==> src/rtl/fcsr_pkg.sv <==
package fcsr_pkg;
  localparam int SEL_W    = 5;
  localparam int WORD_W   = 32;
  localparam int NFLAG    = 5;
  localparam int CAUSE_W  = NFLAG + 1;
  localparam int RAW_W    = 6;
  localparam int FLG_LO   = 2;
  localparam int ENA_LO   = FLG_LO + NFLAG;
  localparam int CAU_LO   = ENA_LO + NFLAG;
  localparam int CAU_HI   = CAU_LO + CAUSE_W - 1;
  localparam int RSV_LO   = CAU_HI + 1;
  localparam int RSV_HI   = RSV_LO + 4;
  localparam int CC0_POS  = RSV_HI + 1;
  localparam int FLUSH_POS = CC0_POS + 1;
  localparam int CCH_LO   = FLUSH_POS + 1;

  localparam logic [SEL_W-1:0] SEL_CC   = 5'd25;
  localparam logic [SEL_W-1:0] SEL_EXC  = 5'd26;
  localparam logic [SEL_W-1:0] SEL_ENA  = 5'd28;
  localparam logic [SEL_W-1:0] SEL_FULL = 5'd31;

  // raw input bit feeding each architectural flag position 0..4
  localparam int RAW_POS [NFLAG] = '{5, 4, 3, 2, 0};

  typedef enum logic [1:0] {
    RM_NEAR_EVEN = 2'd0,
    RM_TO_ZERO   = 2'd1,
    RM_TO_PINF   = 2'd2,
    RM_TO_NINF   = 2'd3
  } rmode_e;
endpackage

==> src/rtl/fcsr_rst_sync.sv <==
module fcsr_rst_sync #(
  parameter int STAGES = 2
) (
  input  logic clk,
  input  logic rst_n,
  output logic rst_n_sync
);
  logic [STAGES-1:0] chain_q;

  always_ff @(posedge clk or negedge rst_n) begin
    if (!rst_n) chain_q <= '0;
    else        chain_q <= {chain_q[STAGES-2:0], 1'b1};
  end

  assign rst_n_sync = chain_q[STAGES-1];
endmodule

==> src/rtl/fcsr_flag_map.sv <==
module fcsr_flag_map
  import fcsr_pkg::*;
(
  input  logic [RAW_W-1:0]   raw_flags,
  input  logic               unimpl,
  output logic [CAUSE_W-1:0] cause
);
  for (genvar g = 0; g < NFLAG; g++) begin : g_map
    assign cause[g] = raw_flags[RAW_POS[g]];
  end
  assign cause[CAUSE_W-1] = unimpl;
endmodule

==> src/rtl/fcsr_wr_merge.sv <==
module fcsr_wr_merge
  import fcsr_pkg::*;
(
  input  logic [SEL_W-1:0]  sel,
  input  logic [WORD_W-1:0] data,
  input  logic [WORD_W-1:0] cur,
  output logic              accept,
  output logic [WORD_W-1:0] merged
);
  logic rsv_clear;
  assign rsv_clear = (data[RSV_HI:RSV_LO] == '0);

  always_comb begin
    accept = 1'b0;
    merged = cur;
    unique case (sel)
      SEL_CC: begin
        accept = (data[WORD_W-1:8] == '0);
        merged[WORD_W-1:CCH_LO] = data[7:1];
        merged[CC0_POS]         = data[0];
      end
      SEL_EXC: begin
        accept = rsv_clear;
        merged[CAU_HI:CAU_LO]         = data[CAU_HI:CAU_LO];
        merged[ENA_LO-1:FLG_LO]       = data[ENA_LO-1:FLG_LO];
      end
      SEL_ENA: begin
        accept = rsv_clear;
        merged[CAU_LO-1:ENA_LO] = data[CAU_LO-1:ENA_LO];
        merged[1:0]             = data[1:0];
        merged[FLUSH_POS]       = data[2];
      end
      SEL_FULL: begin
        accept = rsv_clear;
        merged = data;
      end
      default: begin
        accept = 1'b0;
        merged = cur;
      end
    endcase
  end
endmodule

==> src/rtl/fcsr_rd_view.sv <==
module fcsr_rd_view
  import fcsr_pkg::*;
(
  input  logic [SEL_W-1:0]  sel,
  input  logic [WORD_W-1:0] cur,
  output logic [WORD_W-1:0] view
);
  always_comb begin
    view = '0;
    unique case (sel)
      SEL_CC: begin
        view[7:1] = cur[WORD_W-1:CCH_LO];
        view[0]   = cur[CC0_POS];
      end
      SEL_EXC: begin
        view[CAU_HI:CAU_LO]   = cur[CAU_HI:CAU_LO];
        view[ENA_LO-1:FLG_LO] = cur[ENA_LO-1:FLG_LO];
      end
      SEL_ENA: begin
        view[CAU_LO-1:ENA_LO] = cur[CAU_LO-1:ENA_LO];
        view[1:0]             = cur[1:0];
        view[2]               = cur[FLUSH_POS];
      end
      SEL_FULL: view = cur;
      default:  view = '0;
    endcase
  end
endmodule

==> src/rtl/fcsr_unit.sv <==
module fcsr_unit
  import fcsr_pkg::*;
(
  input  logic              clk,
  input  logic              rst_n,
  input  logic              wr_en,
  input  logic [SEL_W-1:0]  wr_sel,
  input  logic [WORD_W-1:0] wr_data,
  input  logic              op_done,
  input  logic [RAW_W-1:0]  op_flags,
  input  logic              op_unimpl,
  input  logic [SEL_W-1:0]  rd_sel,
  output logic [WORD_W-1:0] rd_data,
  output logic [WORD_W-1:0] fcsr,
  output logic [1:0]        round_mode,
  output logic              exc_req
);
  logic              rst_n_s;
  logic [WORD_W-1:0] word_q, word_d;
  logic              exc_q, exc_d;
  logic              word_en;
  logic              wr_accept;
  logic [WORD_W-1:0] wr_word;
  logic [CAUSE_W-1:0] op_cause;
  logic [CAUSE_W-1:0] trap_mask;
  logic              op_trap;
  logic              take_wr, take_op;
  rmode_e            rm;

  fcsr_rst_sync #(.STAGES(2)) u_rst (
    .clk(clk), .rst_n(rst_n), .rst_n_sync(rst_n_s)
  );

  fcsr_wr_merge u_merge (
    .sel(wr_sel), .data(wr_data), .cur(word_q),
    .accept(wr_accept), .merged(wr_word)
  );

  fcsr_flag_map u_map (
    .raw_flags(op_flags), .unimpl(op_unimpl), .cause(op_cause)
  );

  fcsr_rd_view u_view (
    .sel(rd_sel), .cur(word_q), .view(rd_data)
  );

  assign take_wr   = wr_en && wr_accept;
  assign take_op   = op_done && !take_wr;
  // unimplemented cause always traps
  assign trap_mask = {1'b1, word_q[CAU_LO-1:ENA_LO]};
  assign op_trap   = |(op_cause & trap_mask);

  always_comb begin
    word_d  = word_q;
    exc_d   = 1'b0;
    word_en = 1'b0;
    if (take_wr) begin
      word_en = 1'b1;
      word_d  = wr_word;
      exc_d   = |(wr_word[CAU_HI:CAU_LO] & {1'b1, wr_word[CAU_LO-1:ENA_LO]});
    end else if (take_op) begin
      word_en = 1'b1;
      word_d[CAU_HI:CAU_LO] = op_cause;
      if (op_trap) exc_d = 1'b1;
      else word_d[ENA_LO-1:FLG_LO] = word_q[ENA_LO-1:FLG_LO] | op_cause[NFLAG-1:0];
    end
  end

  always_ff @(posedge clk or negedge rst_n_s) begin
    if (!rst_n_s) begin
      word_q <= '0;
    end else if (word_en) begin
      word_q <= word_d;
    end
  end

  always_ff @(posedge clk or negedge rst_n_s) begin
    if (!rst_n_s) exc_q <= 1'b0;
    else          exc_q <= exc_d;
  end

  assign rm         = rmode_e'(word_q[1:0]);
  assign round_mode = rm;
  assign fcsr       = word_q;
  assign exc_req    = exc_q;

  AST_FULL_REJECT: assert property (@(posedge clk) disable iff (!rst_n_s)
    (wr_en && wr_sel == SEL_FULL && wr_data[RSV_HI:RSV_LO] != '0 && !op_done)
      |=> $stable(fcsr)) else $error("full write with reserved bits changed word");
  AST_FULL_ACCEPT: assert property (@(posedge clk) disable iff (!rst_n_s)
    (wr_en && wr_sel == SEL_FULL && wr_data[RSV_HI:RSV_LO] == '0)
      |=> fcsr == $past(wr_data)) else $error("full write not applied");
  AST_UNIMPL_TRAP: assert property (@(posedge clk) disable iff (!rst_n_s)
    (op_done && op_unimpl && !wr_en) |=> exc_req) else $error("unimplemented did not trap");
  AST_STICKY_KEEP: assert property (@(posedge clk) disable iff (!rst_n_s)
    (op_done && !wr_en) |=>
      ((fcsr[ENA_LO-1:FLG_LO] & $past(fcsr[ENA_LO-1:FLG_LO])) == $past(fcsr[ENA_LO-1:FLG_LO])))
    else $error("sticky flag cleared by report");
  AST_REPORT_CTRL_STABLE: assert property (@(posedge clk) disable iff (!rst_n_s)
    (op_done && !wr_en) |=> ($stable(fcsr[CAU_LO-1:0]) == 1'b1 || $stable(fcsr[CAU_LO-1:ENA_LO]))
      && $stable(fcsr[1:0]) && $stable(fcsr[WORD_W-1:RSV_LO]))
    else $error("report touched control bits");
  AST_IDLE_NO_REQ: assert property (@(posedge clk) disable iff (!rst_n_s)
    (!wr_en && !op_done) |=> !exc_req) else $error("request without event");
endmodule

==> config.mk <==
export PLATFORM = sky130hd
export DESIGN_NAME = fcsr_unit
export DESIGN_NICKNAME = d
export VERILOG_FILES = /design/src/rtl/fcsr_pkg.sv /design/src/rtl/fcsr_rst_sync.sv /design/src/rtl/fcsr_flag_map.sv /design/src/rtl/fcsr_wr_merge.sv /design/src/rtl/fcsr_rd_view.sv /design/src/rtl/fcsr_unit.sv
export SDC_FILE = /design/constraint.sdc
export NUM_CORES = 1
export LEC_CHECK = 0
export ABC_AREA = 1
export BUFFER_PORTS_ARGS = -buffer_cell sky130_fd_sc_hd__buf_2
export CELL_PAD_IN_SITES_DETAIL_PLACEMENT = 1
export CELL_PAD_IN_SITES_GLOBAL_PLACEMENT = 1
export CORE_ASPECT_RATIO = 1.75
export CORE_MARGIN = 10
export CORE_UTILIZATION = 30
export DETAILED_ROUTE_END_ITERATION = 10
export HOLD_SLACK_MARGIN = 0.06
export PLACE_DENSITY_LB_ADDON = 0.05
export SYNTH_ARGS = -nofsm -noshare
export SYNTH_HDL_FRONTEND = slang
export SYNTH_SLANG_ARGS = --single-unit
==> constraint.sdc <==
create_clock -name clk -period 1.2 [get_ports clk]
set_input_delay 0 -clock clk [delete_from_list [all_inputs] [get_ports clk]]
set_output_delay 0 -clock clk [all_outputs]
set_load 0.05 [all_outputs]
## Word level (Yosys, flattened, before mapping)

Cells that the tools add are included.

- Equal/unequal tests: 10
- Bitwise logic cells: 3
- Muxes and demuxes: 24
- Reductions and logical operators: 22

Operators with widths:

| kind | number |
|---|---|
| $eq A5 B5 Y1 const B | 8 |
| $mux W5 | 5 |
| $logic_not A24 Y1 | 1 |
| $mux W6 | 4 |
| $mux W14 | 1 |
| $pmux W7 S2 | 1 |
| $and A6 B6 Y6 | 2 |
| $reduce_and A3 Y1 | 4 |
| $reduce_or A6 Y1 | 2 |
| $pmux W1 S2 | 4 |
| $pmux W4 S2 | 1 |
| $reduce_or A2 Y1 | 4 |
| $reduce_bool A2 Y1 | 3 |
| $logic_not A5 Y1 | 1 |
| $mux W1 | 5 |
| $or A5 B5 Y5 | 1 |
| $mux W4 | 1 |
| $pmux W2 S2 | 1 |
| $reduce_and A2 Y1 | 2 |
| $reduce_and A4 Y1 | 1 |
| $pmux W1 S3 | 1 |
| $reduce_or A3 Y1 | 1 |
| $logic_and A1 B1 Y1 | 2 |
| $ne A2 B1 Y1 const B | 1 |
| other kinds (2) | 2 |

- Register bits after elaboration: 35
- Output and inout port bits: 67

## Logic depth before layout (Yosys ltp)

Gate-level depths: netlist (run 1).

- Word-level depth: 9
- Gate-level depth with buffers: 13

## Modules after synthesis

From an unflattened synthesis (run 1), not the netlist that was laid out.

- Cells, all modules: 468
- Area total of the unflattened synthesis: 2805.2 sq um

Modules (own cells, without submodules):

| module | sequential area each (sq um) | times used | area an instance (sq um) | cells an instance |
|---|---|---|---|---|
| fcsr_unit | 825.8 | 1 | 1522.7 | 186 |
| fcsr_wr_merge | 0.0 | 1 | 804.5 | 181 |
| fcsr_rd_view | 0.0 | 1 | 379.1 | 92 |
| fcsr_rst_sync | 50.0 | 1 | 53.8 | 3 |
| fcsr_flag_map | 0.0 | 1 | 45.0 | 6 |

## Worst setup path after synthesis (run 1)

No wires, ideal clock.

- Path type: reg2out
- Start point: register word_q[23] (netlist: fcsr[23])
- End point: output port rd_data[0]
- Setup slack: -0.646 ns
- Stages on the path, launching flop included: 3
- Data required time: 1.200 ns
- Path buffers: 0
- Arrival time: 1.846 ns
- Path through: dfrtp_1 inv_1 o21ai_0

- Longest elaborated chain between the ends: 1

Ends and longest elaborated chain:

| what | line | source |
|---|---|---|
| start, declared | fcsr_unit.sv:19 | `logic [WORD_W-1:0] word_q, word_d;` |
| start signal, assigned | fcsr_unit.sv:73 | `word_q <= word_d;` |
| $pmux W2 S2 | fcsr_rd_view.sv:10 | `unique case (sel)` |
| end, declared | fcsr_unit.sv:13 | `output logic [WORD_W-1:0] rd_data,` |

Every way passes these cells.

## Worst setup path after layout (run 1)

- Start point: register word_q[9] (netlist: fcsr[9])
- End point: register word_q[6] (netlist: fcsr[6])

- Longest elaborated chain between the ends: 4

Ends and longest elaborated chain:

| what | line | source |
|---|---|---|
| $and A6 B6 Y6 | fcsr_unit.sv:51 | `assign op_trap = \|(op_cause & trap_mask);` |
| $reduce_or A6 Y1 | fcsr_unit.sv:51 |  |
| $ne A2 B1 Y1 (no source line) | - |  |
| $reduce_and A4 Y1 (no source line) | - |  |

Every way passes these cells.
A chain may end at the register's enable or synchronous reset.

==> reports/metrics.yaml, run 1 <==
cts:
  cts-htree-levels: 2
  clk_pin_slew_ns: 0.06
  clkLatencyLatePin_ns: 0.29
  cts_buffer_depth: 2
  cts_sinks: 35
  cts-root-buf: "clkbuf_16"
  cts_buffers: 5
  cts_tree: "done"
cells_and_area:
  drive_gt1_frac: 0.599
  nets: 603
  fin_area_um2: 4630
  areaGrowthSynthToFinish_pct: 99.2
  antenna_cells: 0
  fillCellCount: 925
  fin_cells: 639
global_routing:
  grtUsageTotal: 0.181
  grt_start_max_net_pins: 34
  grt_pass1_wl_um: 16800
  grt_pass1_vias: 3441
  antenna_found_initial: 0
  grt_overflow: 0
placement:
  dpl.hpwl_um: 8650
  dp.cells: 610
  placed_area_um2: 3750
  io_buffer_count: 118
  gp_congestion: 0.826
logic_synthesis:
  yosysSeqAreaShare: 0.377
  synthSimpleGateAreaFrac: 0.302
  synthDistinctLibCells: 28
  synth_mux_area_frac: 0
  synthAdderAreaFrac: 0
  ys_ff_latch: 35
  syn_area_um2: 2330
  syn-num-nets: 412
  synth_cells: 359
  synth_compound_area_frac: 0.174
  syn_area_per_cell_um2: 6.48
  synth_warnings: 0
  synth_top_family_by_area: "simple AND/OR/NAND/NOR gates"
  synth-xor-area-share: 0
critical_path:
  r2r_slack_ns: -0.14
  cp_max_fo: 5
  critPathSlowestCell: "dfrtp_2"
  rr_startpoint: "fcsr[9]"
  crit_family: "simple AND/OR/NAND/NOR gates"
  worstPathArrival_ns: 1.57
  critPathBufInv: 0
  r2r_cells: 8
  cp-end-kind: "flip-flop"
  critPathKind: "reg -> reg"
  cpPeakStageDelay_ns: 0.42
  crit_path_cell_trace: "a22o_1 > a21oi_2 > nand3_2 > nand2_2 > nand2_2 > nor2_4 > nand2_1 > nand2_1"
  reg2reg_to: "fcsr[6]"
  cp_data_required_time_ns: 1.43
  startpoint_type: "flip-flop"
power:
  ir_drop_v: 0.000642
  p_leak_nw: 2.29
  p_per_area_nw_per_um2: 886
sta:
  rsz0062_at_grt: "true"
  setup_viol: 14
  holdWs_ns: 0.0619
  max_freq_mhz: 745
  drv_slew: 0
  worst_slack_ns: -0.142
  finalCritPeriodShare: 1.12
  finClkSkew_ns: 0.00496
  hold_viol: 0
  period_needed_ns: 1.34
hold_path:
  whs_path_depth: 3
  min-delay-start: "op_flags[0]"
  min_to: "fcsr[16]"
  min_path_type: "in -> reg"
floorplanning:
  core-area_um2: 7570
  dieWidth_um: 86.6
  rows: 42
  start_util: 0.307
  fp.dieH_um: 136
  io_pins: 120
  die-area_um2: 11800
drt:
  firstDrtPassIters: 4
  via_per_inst: 4.79
  num_vias: 3062
  drc_errors: 0
  antenna_left: 0
  wl_per_cell_um: 17.6
  routed_wl_um: 11200
  drt_iter0_drc: 88
run:
  max_cap_violations: 0
outcome:
  status: "finished with violations"
  violations: "negative setup slack"
==> power by group <==
part / internal, W / switching (W) / leakage (nW)
clock: 0.000979 / 0.000523 / 0.0838
combinational: 0.000469 / 0.000799 / 1.79
sequential: 0.00126 / 0.0000714 / 0.422
==> worst max path at each step <==
stage                 endpoint  startpoint  slack (ns)  cells past startpoint
finish                 fcsr[6]     fcsr[9]       -0.14                      8
global placement    rd_data[7]   rd_sel[3]       -0.34                      6
global route           fcsr[3]     fcsr[9]       -0.25                      8
CTS                    fcsr[3]     fcsr[9]       -0.18                      8
detailed placement    fcsr[29]   wr_sel[1]       -0.39                     10
floorplan           rd_data[6]   rd_sel[3]       -0.18                      4
==> placed cells by master (no fill, tap or decap), types with 2 or more instances in the layout <==
cell type	count
buf_4	65
inv_2	23
nand2_2	28
a21oi_2	2
dfrtp_2	12
o21ai_4	3
a21oi_1	2
buf_6	42
nor2_1	4
buf_12	6
nand3_2	6
o211ai_1	7
o21ai_1	5
nand2_1	83
o21ai_0	29
inv_1	48
o22ai_4	4
nor2_4	31
o21ai_2	8
dlygate4sd3_1	9
nand2_4	2
nor2_2	8
nand3_1	6
buf_2	72
dfrtp_1	23
clkbuf_16	5
==> repair_timing <==
item                       in CTS  in global routing
cloned                          1                  0
hold buffers                    9                  0
hold endpoints to repair        9                  0
resized for setup              63                104
setup endpoints to repair      48                 64
pin swaps                       8                 29
buffers inserted                4                  7
==> area by class of cell <==
cell class                      instances  area, um2  share of cell area
Sequential cell                        35        891               0.192
Clock buffer                            5        125              0.0270
Clock inverter                          3       43.8             0.00945
Tap cell                               88        110              0.0238
Multi-Input combinational cell        241       1640               0.354
Timing Repair Buffer                  195       1550               0.334
Inverter                               72        278              0.0600
==> routing by layer <==
layer	global-route usage	vias to the layer above	part of all wire
met5	0	-	0
li1	-	1485	-
met3	0.0443	24	0.050
met2	0.357	101	0.59
met4	0.0868	0	0.030
met1	0.161	1452	0.33
==> cells in the mapped netlist <==
cell	instances	area, um2
a21boi_4	1	18.8
a21oi_1	4	20.0
a22o_1	1	8.76
a31oi_1	1	6.26
and2_0	1	6.26
buf_2	4	20.0
buf_4	3	22.5
buf_6	1	11.3
clkbuf_1	4	15.0
conb_1	1	3.75
dfrtp_1	35	876
inv_1	72	270
nand2_1	110	413
nand2_2	4	25.0
nand3_1	11	55.1
nand3_2	1	10.0
nand4_1	1	6.26
nor2_1	41	154
nor2_2	1	6.26
nor2_4	1	11.3
nor3_1	2	10.0
nor4_1	1	6.26
o211ai_1	7	52.6
o21a_1	1	7.51
o21ai_0	36	180
o21ai_2	8	70.1
o221ai_1	1	8.76
o22ai_1	5	31.3
==> worst reg2reg max path: cells and delay by family, from the launching register on <==
family,cells,cell delay (ns)
AND/OR/NAND/NOR,6,0.53
flip-flops,1,0.42
AO/OA/AOI/OAI,2,0.34
==> sequential cells by signal, indices dropped and copies added (netlist names) <==
name           count
fcsr              32
u_rst.chain_q      2
exc_req            1
==> kinds of logic (layout without fill, tap and decap cells) <==
| family | count (synthesis) | in the layout |
|---|---|---|
| DFF | 35 | 35 |
| other | 1 | 1 |
| and+or+nand+nor | 174 | 174 |
| buffers and inverters | 84 | 275 |
| AOI/OAI and AO/OA | 65 | 66 |
==> metrics by stage <==
step                setup slack, ns  TNS (ns)  power (W)  utilization
floorplan                    -0.176     -1.52    0.00198            -
global placement             -0.341    -14.76    0.00244        0.496
detailed placement           -0.393    -17.19    0.00246        0.496
CTS                          -0.180     -1.00    0.00402        0.561
global route                 -0.248     -3.58    0.00428        0.612
finish                       -0.142     -1.04    0.00410        0.612
No activity file was read; power rests on OpenSTA's default activity.
==> run 2, diff against run 1 <==
--- a/config.mk
+++ b/config.mk
@@ -11,7 +11,7 @@
 export CELL_PAD_IN_SITES_GLOBAL_PLACEMENT = 1
 export CORE_ASPECT_RATIO = 1.75
 export CORE_MARGIN = 10
-export CORE_UTILIZATION = 30
+export CORE_UTILIZATION = 27
 export DETAILED_ROUTE_END_ITERATION = 10
 export HOLD_SLACK_MARGIN = 0.06
 export PLACE_DENSITY_LB_ADDON = 0.05
==> constraint.sdc (replaced) <==
create_clock -name clk -period 1.22 [get_ports clk]
set_input_delay 0 -clock clk [delete_from_list [all_inputs] [get_ports clk]]
set_output_delay 0 -clock clk [all_outputs]
set_load 0.05 [all_outputs]
==> reports/metrics.yaml, run 2 (same netlist as run 1, synthesis figures left out) <==
outcome:
  status: "finished with violations"  # unchanged
  violations: "negative setup slack"  # unchanged
critical_path:
  crit_path_cell_trace: "a22o_1 > a21oi_2 > nand3_2 > nand2_2 > nand2_2 > nor2_4 > nand2_1 > nand2_1"  # unchanged
  critPathSlowestCell: "dfrtp_2"  # unchanged
  cp-end-kind: "flip-flop"  # unchanged
  cpPeakStageDelay_ns: 0.43  # was 0.42 ns
  cp_data_required_time_ns: 1.44  # was 1.43 ns
  critPathKind: "reg -> reg"  # unchanged
  worstPathArrival_ns: 1.60  # was 1.57 ns
  cp_max_fo: 5  # unchanged
  startpoint_type: "flip-flop"  # unchanged
power:
  ir_drop_v: 0.000438  # was 0.000642 V
  p_total_w: 0.00388  # was 0.00410 W
  p_leak_nw: 2.21  # was 2.29 nW
  p_per_area_nw_per_um2: 949  # was 886 nW/um2
floorplanning:
  die-area_um2: 12900  # was 11800 um2
  fp.dieH_um: 143  # was 136 um
  dieWidth_um: 90.2  # was 86.6 um
  io_pins: 120  # unchanged
  rows: 44  # was 42
  core-area_um2: 8370  # was 7570 um2
  start_util: 0.278  # was 0.307
global_routing:
  grtUsageTotal: 0.159  # was 0.181
  grt_overflow: 0  # unchanged
  grt_pass1_wl_um: 16700  # was 16800 um
  grt_start_max_net_pins: 34  # unchanged
  grt_pass1_vias: 3371  # was 3441
  antenna_found_initial: 0  # unchanged
sta:
  rsz0062_at_grt: "true"  # unchanged
  setup_viol: 6  # was 14
  drv_slew: 0  # unchanged
  holdWs_ns: 0.0612  # was 0.0619 ns
  period_needed_ns: 1.37  # was 1.34 ns
  worst_slack_ns: -0.152  # was -0.142 ns
  max_freq_mhz: 729  # was 745 MHz
  hold_viol: 0  # unchanged
  finalCritPeriodShare: 1.12  # about the same
  finClkSkew_ns: 0.00579  # was 0.00496 ns
placement:
  dpl_worst_slack_ns: -0.273  # was -0.393 ns
  gp_congestion: 0.849  # was 0.826
  io_buffer_count: 118  # unchanged
  dpl.hpwl_um: 8640  # was 8650 um
cells_and_area:
  nets: 595  # was 603
  final_util: 0.488  # was 0.612
  final_common_cell: "buf_2"  # was nand2_1
  areaGrowthSynthToFinish_pct: 75.7  # was 99.2%
  drive_gt1_frac: 0.484  # was 0.599
  antenna_cells: 0  # unchanged
  largest_reg_flops: 32  # unchanged
  mostFrequentLayoutCells: "101 x buf_2, 99 x nand2_1, 69 x inv_1"  # was 83 x nand2_1, 72 x buf_2, 65 x buf_4
  fillCellCount: 1131  # was 925
drt:
  firstDrtPassIters: 4  # unchanged
  wl_per_cell_um: 15.5  # was 17.6 um
  routed_wl_um: 10200  # was 11200 um
  num_vias: 2945  # was 3062
  antenna_left: 0  # unchanged
  via_per_inst: 4.48  # was 4.79
  drt_iter0_drc: 57  # was 88
  drc_errors: 0  # unchanged
cts:
  clk_pin_slew_ns: 0.06  # about the same
  clkLatencyLatePin_ns: 0.28  # was 0.29 ns
  cts-root-buf: "clkbuf_16"  # unchanged
  cts_sinks: 35  # unchanged
  cts_buffer_depth: 2  # unchanged
  cts-htree-levels: 2  # unchanged
  cts_buffers: 5  # unchanged
  cts_tree: "done"  # unchanged
run:
  max_cap_violations: 0  # unchanged
hold_path:
  min_path_type: "in -> reg"  # unchanged
==> run 2: cell count changes in the layout (fill, tap and decap cells not counted), sizes merged <==
cell	delta
buf	-18
clkbuf	+11
o21ai	-1
==> run 2: what timing repair did <==
item                                    4_1_cts  5_1_grt
hold endpoints to repair                      9        0
hold buffers                                  9        0
resized for setup                            17       58
setup buffers                                 0        6
gates cloned                                  0        1
pin swaps                                     1       15
endpoints found under the setup margin       23       35
==> run 2: layout make-up <==
type | count | area (um2) | share of cell area
clock buffers | 5 | 125 | 0.0306
clock inverters | 3 | 43.8 | 0.0107
inverters | 72 | 273 | 0.0667
multi-input cells | 240 | 1330 | 0.326
flip-flops and latches | 35 | 888 | 0.217
well taps | 115 | 144 | 0.0352
repair buffers | 188 | 1280 | 0.313
==> run 2: final timing paths <==
path                                    endpoint  depth (start not counted)             start  slack (ns)
worst max-delay path                     fcsr[6]                          8           fcsr[9]       -0.15
worst min-delay path                     exc_req                          3           op_done        0.06
worst max register to register           fcsr[6]                          8           fcsr[9]       -0.15
worst min register to register          fcsr[13]                          1  u_rst.chain_q[1]        0.23
max in group asynchronous       u_rst.chain_q[1]                          3             rst_n        0.54
min in group asynchronous               fcsr[13]                          1  u_rst.chain_q[1]        0.23
==> run 2: critical path, delay by kind of cell, from the launching register on <==
kind,cells,cell delay (ns)
DFF,1,0.43
AOI/OAI and AO/OA,2,0.34
and+or+nand+nor,6,0.54
==> run 2: through the flow <==
step           setup TNS, ns  instance area, um2  instances
4_1_cts               -0.810                3860        651
2_1_floorplan          -4.19                2420        359
5_1_grt                -1.49                4090        658
6_report              -0.690                4090        658
3_5_place_dp           -6.33                3560        634
3_3_place_gp           -4.71                3560        634
==> run 2: per-layer routing <==
metal	vias to the layer above	routed length [um]	GRT usage
li1	1468	-	-
met1	1376	3620	0.151
met2	82	5850	0.321
met3	19	481	0.0362
met4	0	257	0.0556
met5	-	0	0
==> run 2: power by group <==
part	total, W	switching, W	internal, W
logic	0.00109	0.000703	0.000391
registers	0.00132	0.0000756	0.00124
clock network	0.00147	0.000505	0.000963
total	0.00388	0.00128	0.00259
==> run 3, diff against run 2 <==
--- a/config.mk
+++ b/config.mk
@@ -6,11 +6,10 @@
 export NUM_CORES = 1
 export LEC_CHECK = 0
 export ABC_AREA = 1
-export BUFFER_PORTS_ARGS = -buffer_cell sky130_fd_sc_hd__buf_2
+export BUFFER_PORTS_ARGS = -buffer_cell sky130_fd_sc_hd__buf_4
 export CELL_PAD_IN_SITES_DETAIL_PLACEMENT = 1
 export CELL_PAD_IN_SITES_GLOBAL_PLACEMENT = 1
 export CORE_ASPECT_RATIO = 1.75
-export CORE_MARGIN = 10
 export CORE_UTILIZATION = 27
 export DETAILED_ROUTE_END_ITERATION = 10
 export HOLD_SLACK_MARGIN = 0.06
==> constraint.sdc (replaced) <==
create_clock -name clk -period 1.22 [get_ports clk]
set_input_delay 0 -clock clk [delete_from_list [all_inputs] [get_ports clk]]
set_output_delay 0 -clock clk [all_outputs]
set_load 0.1 [all_outputs]
==> reports/metrics.yaml, run 3 (same netlist as run 1, synthesis figures left out) <==
cts:
  cts_tree: "done"  # unchanged
  clkLatencyLatePin_ns: 0.29  # was 0.28 ns
  cts_buffers: 5  # unchanged
  cts-htree-levels: 2  # unchanged
  cts_buffer_depth: 2  # unchanged
  cts-root-buf: "clkbuf_16"  # unchanged
  clk_pin_slew_ns: 0.06  # about the same
  cts_sinks: 35  # unchanged
placement:
  io_buffer_count: 118  # unchanged
  dpl.hpwl_um: 8240  # was 8640 um
  gp_congestion: 0.780  # was 0.849
drt:
  firstDrtPassIters: 4  # unchanged
  drc_errors: 0  # unchanged
  wl_per_cell_um: 16.7  # was 15.5 um
  drt_iter0_drc: 123  # was 57
  routed_wl_um: 11300  # was 10200 um
  via_per_inst: 4.62  # was 4.48
  antenna_left: 0  # unchanged
  num_vias: 3116  # was 2945
critical_path:
  crit_path_cell_trace: "a22o_1 > a21oi_2 > nand3_2 > nand2_2 > nand2_2 > nor2_4 > nand2_1 > nand2_1"  # unchanged
  rr_startpoint: "fcsr[9]"  # unchanged
  cp_max_fo: 5  # unchanged
  critPathSlowestCell: "dfrtp_4"  # was dfrtp_2
  cpPeakStageDelay_ns: 0.47  # was 0.43 ns
  critPathLaunch: "fcsr[9]"  # unchanged
  startpoint_type: "flip-flop"  # unchanged
  critPathBufInv: 0  # unchanged
  crit_family: "simple AND/OR/NAND/NOR gates"  # unchanged
  worstPathArrival_ns: 1.68  # was 1.60 ns
  cp_data_required_time_ns: 1.44  # about the same
  cp-end-kind: "flip-flop"  # unchanged
  critPathKind: "reg -> reg"  # unchanged
cells_and_area:
  final_common_cell: "buf_4"  # was buf_2
  regArea_um2: 978  # was 888 um2
  antenna_cells: 0  # unchanged
  final_util: 0.608  # was 0.488
  drive_gt1_frac: 0.615  # was 0.484
  nets: 611  # was 595
  multiInputGateArea_um2: 1650  # was 1330 um2
  mostFrequentLayoutCells: "155 x buf_4, 92 x nand2_1, 49 x inv_1"  # was 101 x buf_2, 99 x nand2_1, 69 x inv_1
  areaGrowthSynthToFinish_pct: 117  # was 75.7%
  fillCellCount: 987  # was 1131
  largest_reg_flops: 32  # unchanged
hold_path:
  min_path_type: "in -> reg"  # unchanged
  min-delay-start: "wr_data[7]"  # was op_done
power:
  pwr-share-comb: 0.357  # was 0.282
  p_per_area_nw_per_um2: 933  # was 949 nW/um2
  p_total_w: 0.00472  # was 0.00388 W
  p_seq_frac: 0.285  # was 0.339
  ir_drop_v: 0.000559  # was 0.000438 V
  power.net_switching_w: 0.00173  # was 0.00128 W
  internal_power_w: 0.00298  # was 0.00259 W
  p_leak_nw: 2.37  # was 2.21 nW
  switching_share: 0.367  # was 0.331
  power_frac_clock: 0.358  # was 0.379
floorplanning:
  rows: 44  # unchanged
  fp.dieH_um: 125  # was 143 um
  io_pins: 120  # unchanged
  core-area_um2: 8310  # was 8370 um2
  die-area_um2: 9000  # was 12900 um2
  dieWidth_um: 72.2  # was 90.2 um
  start_util: 0.280  # was 0.278
outcome:
  status: "finished with violations"  # unchanged
  violations: "negative setup slack"  # unchanged
sta:
  drv_slew: 0  # unchanged
  worst_slack_ns: -0.232  # was -0.152 ns
  rsz0062_at_grt: "true"  # unchanged
  max_freq_mhz: 689  # was 729 MHz
  tns_ns: -1.42  # was -0.690 ns
  finalCritPeriodShare: 1.19  # was 1.12
  hold_viol: 0  # unchanged
  finClkSkew_ns: 0.00382  # was 0.00579 ns
  period_needed_ns: 1.45  # was 1.37 ns
  setup_viol: 8  # was 6
global_routing:
  grt_pass1_vias: 3347  # was 3371
  grt_start_max_net_pins: 25  # was 34
  grt_overflow: 0  # unchanged
  grtUsageTotal: 0.247  # was 0.159
  grt_pass1_wl_um: 16700  # about the same
  antenna_found_initial: 0  # unchanged
run:
  max_cap_violations: 0  # unchanged
## run 3: changes by cell type in the layout (fill, tap and decap cells not counted), moves of 14 or more
| cell | before | now |
|---|---|---|
| dfrtp_1 | 25 | 3 |
| nor2_4 | 5 | 31 |
| dfrtp_4 | 0 | 25 |
| buf_4 | 53 | 155 |
| inv_1 | 69 | 49 |
| inv_2 | 2 | 16 |
| buf_2 | 101 | 0 |
| nor2_1 | 23 | 4 |
## run 3: power groups by stage
stage	logic, W	clock network (W)	registers [W]
after floorplan	0.000454	0	0.00188
after global placement	0.00150	0	0.00136
after detailed placement	0.00152	0	0.00136
after CTS	0.00161	0.00172	0.00134
after global routing	0.00176	0.00175	0.00136
final	0.00168	0.00169	0.00134
## run 3: cell type report
class | count | share of cell area
sequential | 35 | 0.194
inverter | 72 | 0.0579
timing repair buffer | 202 | 0.356
tap | 115 | 0.0285
clock inverter | 2 | 0.0119
clock buffer | 6 | 0.0255
multi-input combinational | 242 | 0.326
## run 3: per-stage QoR
step / setup slack [ns] / std cells / hold slack [ns] / cell area (um2)
5_1_grt: -0.315 / 674 / 0.0781 / 5050
6_report: -0.232 / 674 / 0.0716 / 5050
3_3_place_gp: -0.406 / 640 / -0.216 / 4210
4_1_cts: -0.246 / 667 / 0.0665 / 4750
3_5_place_dp: -0.444 / 640 / -0.212 / 4210
2_1_floorplan: -0.363 / 359 / -0.296 / 2790
## run 3: final timing paths
kind | endpoint | slack [ns] | cells after the start
max in group asynchronous | u_rst.chain_q[0] | 0.51 | 3
max | fcsr[4] | -0.23 | 8
min | fcsr[31] | 0.07 | 3
min in group asynchronous | fcsr[30] | 0.18 | 1
min reg2reg | fcsr[30] | 0.18 | 1
max reg2reg | fcsr[4] | -0.23 | 8
## run 3: what timing repair did
item                                   CTS  global route
cloned                                   1             3
setup buffers                            6             6
pin swaps                                7            16
endpoints found under the hold margin   13             0
setup endpoints to repair               63            40
hold buffers                            13             0
resized for setup                       49            57
## run 3: tightest hold or removal path, cell delays in order
cell	delay [ns]
buf_4	0.09
o21ai_0	0.09
o21ai_2	0.14
## run 3: routing by layer
layer,routed length (um),GRT usage,up-vias
li1,-,-,1501
met1,3580,0.230,1502
met2,6980,0.520,92
met3,373,0.0299,21
met4,337,0.0657,0
met5,0,0,-
